## src/rtl/xrs_pkg.sv

```systemverilog
// Shared types for the transceiver reset sequencer.
// Assumes nothing beyond IEEE 1800-2017 packages.
package xrs_pkg;

    // Sequencer phases in the order they are normally visited.
    typedef enum logic [2:0] {
        ST_HOLD   = 3'd0,   // PLL analog reset held
        ST_WLOCK  = 3'd1,   // PLL released, waiting for lock
        ST_WBUSY  = 3'd2,   // TX released, waiting for busy low
        ST_SETTLE = 3'd3,   // counting the settle window after busy
        ST_RUN    = 3'd4    // every reset released
    } xrs_state_t;

endpackage

```

## src/rtl/xrs_timer.sv

```systemverilog
// Down-counter used for the PLL hold and the post-busy settle window.
// Loads on request, then counts down to zero and stays there.
// Assumes RST_VAL fits in W bits.
module xrs_timer #(
    parameter int W       = 8,
    parameter int RST_VAL = 0
) (
    input  logic         clk,
    input  logic         rst_n,
    input  logic         load,
    input  logic [W-1:0] load_val,
    output logic         zero
);

    logic [W-1:0] cnt_q;

    // Count register: reset/load value, else decrement to zero.
    always_ff @(posedge clk) begin
        if (!rst_n)
            cnt_q <= W'(RST_VAL);
        else if (load)
            cnt_q <= load_val;
        else if (cnt_q != '0)
            cnt_q <= cnt_q - 1'b1;
    end

    // Terminal-count flag.
    assign zero = (cnt_q == '0);

endmodule

```

## src/rtl/xrs_fsm.sv

```systemverilog
// Sequencing state machine. Decides the next phase from lock, busy and
// the timer, and reloads the timer whenever it enters a counted phase.
// Assumes lock and busy are already synchronous to clk, HOLD_CYC >= 1
// and POST_CYC >= 1.
module xrs_fsm
    import xrs_pkg::*;
#(
    parameter int W        = 8,
    parameter int HOLD_CYC = 125,
    parameter int POST_CYC = 2
) (
    input  logic         clk,
    input  logic         rst_n,
    input  logic         lock,
    input  logic         busy,
    input  logic         tmr_zero,
    output logic         tmr_load,
    output logic [W-1:0] tmr_val,
    output xrs_state_t   state_q,
    output xrs_state_t   state_d
);

    localparam logic [W-1:0] HOLD_LD = W'(HOLD_CYC - 1);
    localparam logic [W-1:0] POST_LD = W'(POST_CYC - 1);

    // Next-phase and timer-reload decision.
    always_comb begin
        state_d  = state_q;
        tmr_load = 1'b0;
        tmr_val  = HOLD_LD;
        unique case (state_q)
            ST_HOLD: begin
                if (tmr_zero) state_d = ST_WLOCK;
            end
            ST_WLOCK: begin
                if (lock) state_d = ST_WBUSY;
            end
            ST_WBUSY: begin
                if (!lock) begin
                    state_d  = ST_HOLD;
                    tmr_load = 1'b1;
                end else if (!busy) begin
                    state_d  = ST_SETTLE;
                    tmr_load = 1'b1;
                    tmr_val  = POST_LD;
                end
            end
            ST_SETTLE: begin
                if (!lock) begin
                    state_d  = ST_HOLD;
                    tmr_load = 1'b1;
                end else if (busy) begin
                    state_d  = ST_WBUSY;
                end else if (tmr_zero) begin
                    state_d  = ST_RUN;
                end
            end
            ST_RUN:  state_d = ST_RUN;
            default: begin
                state_d  = ST_HOLD;
                tmr_load = 1'b1;
            end
        endcase
    end

    // Phase register.
    always_ff @(posedge clk) begin
        if (!rst_n) state_q <= ST_HOLD;
        else        state_q <= state_d;
    end

endmodule

```

## src/rtl/xrs_outreg.sv

```systemverilog
// Output register stage. Decodes the next phase so that every output
// is a flop aligned with the phase register.
// Assumes state_q and state_d come from the same sequencing FSM.
module xrs_outreg
    import xrs_pkg::*;
(
    input  logic       clk,
    input  logic       rst_n,
    input  xrs_state_t state_q,
    input  xrs_state_t state_d,
    output logic       pll_rst,
    output logic       tx_drst,
    output logic       rx_arst,
    output logic       rx_drst,
    output logic       seq_done
);

    // Registered decode of the four resets and the done pulse.
    always_ff @(posedge clk) begin
        if (!rst_n) begin
            pll_rst  <= 1'b1;
            tx_drst  <= 1'b1;
            rx_arst  <= 1'b1;
            rx_drst  <= 1'b1;
            seq_done <= 1'b0;
        end else begin
            pll_rst  <= (state_d == ST_HOLD);
            tx_drst  <= (state_d == ST_HOLD) || (state_d == ST_WLOCK);
            rx_arst  <= (state_d != ST_RUN);
            rx_drst  <= (state_d != ST_RUN);
            seq_done <= (state_d == ST_RUN) && (state_q != ST_RUN);
        end
    end

endmodule

```

## src/rtl/xcvr_rst_seq.sv

```systemverilog
// Transceiver power-up reset sequencer top. Holds the PLL reset for
// HOLD_CYC cycles, releases TX on PLL lock, then releases both RX
// resets together POST_CYC cycles after busy falls.
// Assumes pll_lock and cfg_busy are synchronous to clk.
module xcvr_rst_seq
    import xrs_pkg::*;
#(
    parameter int HOLD_CYC = 125,
    parameter int POST_CYC = 2
) (
    input  logic clk,
    input  logic rst_n,
    input  logic pll_lock,
    input  logic cfg_busy,
    output logic pll_rst,
    output logic tx_drst,
    output logic rx_arst,
    output logic rx_drst,
    output logic seq_done
);

    localparam int MAXC = (HOLD_CYC > POST_CYC) ? HOLD_CYC : POST_CYC;
    localparam int CW   = $clog2(MAXC + 1) + 1;

    logic          tmr_load;
    logic          tmr_zero;
    logic [CW-1:0] tmr_val;
    xrs_state_t    st_q;
    xrs_state_t    st_d;

    xrs_timer #(
        .W       (CW),
        .RST_VAL (HOLD_CYC - 1)
    ) u_timer (
        .clk      (clk),
        .rst_n    (rst_n),
        .load     (tmr_load),
        .load_val (tmr_val),
        .zero     (tmr_zero)
    );

    xrs_fsm #(
        .W        (CW),
        .HOLD_CYC (HOLD_CYC),
        .POST_CYC (POST_CYC)
    ) u_fsm (
        .clk      (clk),
        .rst_n    (rst_n),
        .lock     (pll_lock),
        .busy     (cfg_busy),
        .tmr_zero (tmr_zero),
        .tmr_load (tmr_load),
        .tmr_val  (tmr_val),
        .state_q  (st_q),
        .state_d  (st_d)
    );

    xrs_outreg u_out (
        .clk      (clk),
        .rst_n    (rst_n),
        .state_q  (st_q),
        .state_d  (st_d),
        .pll_rst  (pll_rst),
        .tx_drst  (tx_drst),
        .rx_arst  (rx_arst),
        .rx_drst  (rx_drst),
        .seq_done (seq_done)
    );

endmodule

```

## config.mk

```make
export PLATFORM = sky130hd
export DESIGN_NAME = xcvr_rst_seq
export DESIGN_NICKNAME = d
export VERILOG_FILES = /design/src/rtl/xrs_pkg.sv /design/src/rtl/xrs_timer.sv /design/src/rtl/xrs_fsm.sv /design/src/rtl/xrs_outreg.sv /design/src/rtl/xcvr_rst_seq.sv
export SDC_FILE = /design/constraint.sdc
export NUM_CORES = 1
export LEC_CHECK = 0
export ABC_CLOCK_PERIOD_IN_PS = 2100
export BUFFER_PORTS_ARGS = -buffer_cell sky130_fd_sc_hd__buf_2
export CAP_MARGIN = 20
export CORE_MARGIN = 3
export CORE_UTILIZATION = 52
export CTS_BUF_LIST = sky130_fd_sc_hd__clkbuf_8
export CTS_CLUSTER_DIAMETER = 120
export DETAILED_ROUTE_END_ITERATION = 16
export HOLD_SLACK_MARGIN = 0.1
export PLACE_DENSITY = 0.78
export SLEW_MARGIN = 15
export SYNTH_ARGS = -nofsm -noshare
export SYNTH_HDL_FRONTEND = slang
export SYNTH_SLANG_ARGS = --single-unit
```

## constraint.sdc

```tcl
create_clock -name clk -period 2.1 [get_ports clk]
set_input_delay 0 -clock clk [delete_from_list [all_inputs] [get_ports clk]]
set_output_delay 0 -clock clk [all_outputs]
set_load 0.05 [all_outputs]
```

==> flow_summary.yaml <==
logic_synthesis:
  syn_area_sq_um: 713
  synthMuxAreaShare_pct: 0
  syn_nets: 86
  synth_common_cells: "dfxtp_1 (15), nor2_1 (8), o21ai_0 (7)"
  synth_edf_count: 0
  avgSynthCellArea_sq_um: 8.80
  yosys.area_share.adder_pct: 1.75
  ys_async_sr_fraction_pct: 0
  synthSimpleGateAreaFrac_pct: 22.6
  yosys-top-cells-area: "dfxtp_1 (42%), o21ai_0 (4.9%), a21oi_1 (4.2%)"
  yosysWarnings: 0
  synth_top_area_share_pct: 42.1
  synth_compound_area_share_pct: 23.3
  ys_seq_elements: 15
  ys_seq_area_share_pct: 42.1
  synth_most_common_cell: "dfxtp_1"
  ys.flop_type: "dfxtp_1"
  yosysUniqueCellTypes: 31
  synth_area_leader_cell: "dfxtp_1"
  synth-xor-area-share_pct: 4.91
  synthCells: 81
  synth_top_family_by_area: "compound AO/OA/AOI/OAI gates"
sta:
  setup_tns_ps: 0
  fmax_mhz: 489
  min_period_ps: 2050
  drv_slew: 0
  setup_viol: 0
  hold_ws_ps: 210
  skew_ps: 1.02
  hold_viol: 0
  rsz0062_at_grt: "no"
  maxSlewHeadroom_pct: 72.1
  setup_slack_ps: 53.9
  tightest_slew_ps: 418
  fin_crit_sh_pct: 97.4
clocking:
  cts_buffers: 3
  htree_levels: 1
  clock-root-buffer: "clkbuf_8"
  tritoncts: "done"
  insertion_delay_ps: 250
  clkTransAtPathRegs_ps: 60
  clk_path_buf_depth: 2
  cts.sinks: 15
critical_path:
  cp_top_family: "simple AND/OR/NAND/NOR gates"
  critPathSlowestCell: "or4_4"
  rr_worst_depth: 6
  max_stage_delay_ps: 470
  crit_chain: "inv_1, ha_4, or4b_4, or4_4, nor4b_4, a311o_1"
  r2r_end: "u_timer.cnt_q[5]"
  cp.buffers_inverters: 1
  worstSetupEndpointType: "flip-flop"
  r2r_slack_ps: 50
  cp_data_required_time_ps: 2240
  startpoint: "u_timer.cnt_q[1]"
  critPathMaxFanout: 5
  r2r_start: "u_timer.cnt_q[1]"
  worstPathArrival_ps: 2180
  path_class: "reg2reg"
  cp-start-kind: "flip-flop"
layout:
  final_util_pct: 74.9
  drive_above_1_share_pct: 26.8
  area_growth_syn_to_layout_pct: 26.1
  multiInputGateArea_sq_um: 417
  final_nets: 103
  fill_cells: 81
  diodes: 0
  regArea_sq_um: 303
pwr:
  max-vdd-ir-drop_v: 0.000456
  p_leak_nw: 0.358
  powerDensity_nw_per_um2: 692
job:
  max_cap_violations: 0
hold_path:
  hold_path.startpoint: "pll_lock"
  whs_path_depth: 4
  hold_class: "in2reg"
  hold_end: "u_fsm.state_q[0]"
die:
  die_x_um: 43.0
  rows: 12
  die_y_um: 43.0
  coreArea_sq_um: 1200
  io_pins: 9
  die-area_sq_um: 1850
  start_util_pct: 59.4
drt:
  met2_length_um: 668
  drtIter0Drc: 21
  wl_um: 1510
  route.top_layer_used: "met4"
  wire_per_inst_um: 13.6
  postRouteAntennaNets: 0
  route.met3.wl_um: 70
  avgViaCountPerCell: 5.87
  drc: 0
  met1Wirelength_um: 739
  first_pass_iters: 4
  num_vias: 652
placed_design:
  dp_hpwl_um: 1030
  preCtsSetupSlack_ps: -23.9
  io_buffers: 8
  gp_congestion: 0.803
global_route:
  grt_usage_pct: 17.1
  grt_overflow_total: 0
  grt_start_max_net_pins: 12
  grt_pass1_vias: 562
  antenna_found_initial: 0
  grt_pass1_wl_um: 2380
status:
  run_status: "complete, no violations"
registers in the layout (all words and copies together) (netlist names):
register,flops
u_out.rx_arst,1
u_fsm.state_q,3
u_out.tx_drst,1
u_out.seq_done,1
u_out.pll_rst,1
u_timer.cnt_q,8
kinds of logic after synthesis:
group,count (synthesis)
simple gates,28
compound gates,26
flops,15
buf+inv,7
xor+xnor,4
fa+ha+maj,1
tightest hold or removal path, stage by stage:
cell and delay [ps]:
buf_2 100, a31oi_1 70, o31a_1 120, o21ai_0 140
per-stage QoR:
stage	power, mW	area (sq um)	std cells
2_1_floorplan	0.348	713	81
3_3_place_gp	0.365	774	103
3_5_place_dp	0.367	774	103
4_1_cts	0.607	845	109
5_1_grt	0.649	900	111
6_report	0.623	900	111
how the worst max path moves through the flow:
stage,end,cells after the start
after detailed placement,u_timer.cnt_q[5],6
after CTS,u_timer.cnt_q[5],6
after floorplan,u_timer.cnt_q[5],7
after global routing,u_out.rx_arst,7
final,u_timer.cnt_q[5],6
after global placement,u_timer.cnt_q[5],6
timing repair:
item,4_1_cts,5_1_grt
endpoints found under the hold margin,7,0
endpoints found under the setup margin,4,8
hold buffers,2,0
buffers inserted,0,2
resized for setup,1,9
pin swaps,0,0
routing by layer:
| metal | vias up | track usage [%] |
|---|---|---|
| met5 | - | 0 |
| met4 | 0 | 9.04 |
| met3 | 5 | 3.81 |
| met2 | 20 | 24.0 |
| met1 | 300 | 23.9 |
| li1 | 327 | - |
final cells by class:
class	count	area share (%)
timing repair buffer	16	11.7
tap	14	1.95
clock buffer	3	4.59
sequential	15	33.7
multi-input combinational	59	46.3
inverter	3	1.25
clock inverter	1	0.556
report_power, final:
part           total, mW  internal, mW  switching, mW
registers          0.310         0.297         0.0125
logic             0.0706        0.0396         0.0310
clock network      0.242         0.132          0.111
placed cells by master, fill, tap and decap left out:
| master | netlist | final |
|---|---|---|
| ha_4 | 0 | 1 |
| inv_1 | 3 | 2 |
| o21a_1 | 2 | 2 |
| a21oi_1 | 6 | 6 |
| nand2b_1 | 1 | 1 |
| or4_4 | 0 | 1 |
| nor3b_1 | 2 | 2 |
| nor4b_4 | 0 | 1 |
| o31ai_1 | 4 | 4 |
| buf_4 | 1 | 6 |
| nand4_1 | 1 | 1 |
| nor3_4 | 0 | 1 |
| dfxtp_2 | 0 | 2 |
| nor3_1 | 2 | 2 |
| clkinv_2 | 0 | 1 |
| nand2_1 | 4 | 4 |
| buf_2 | 0 | 8 |
| dlygate4sd3_1 | 0 | 2 |
| xor2_1 | 1 | 1 |
| or4b_4 | 0 | 1 |
| clkbuf_8 | 0 | 3 |
| inv_2 | 0 | 1 |
| a21o_1 | 2 | 2 |
| nor2_1 | 8 | 8 |
| a32oi_1 | 1 | 1 |
| o21ai_0 | 7 | 7 |
| a31oi_1 | 1 | 1 |
| dfxtp_1 | 15 | 13 |
| and2_1 | 1 | 1 |
| a211oi_1 | 1 | 1 |
| nand4bb_1 | 1 | 1 |
| xnor2_1 | 3 | 3 |
| o31a_1 | 1 | 1 |
| a311o_1 | 1 | 1 |
| nor2b_1 | 4 | 4 |
(Power assumes the default switching activity.)
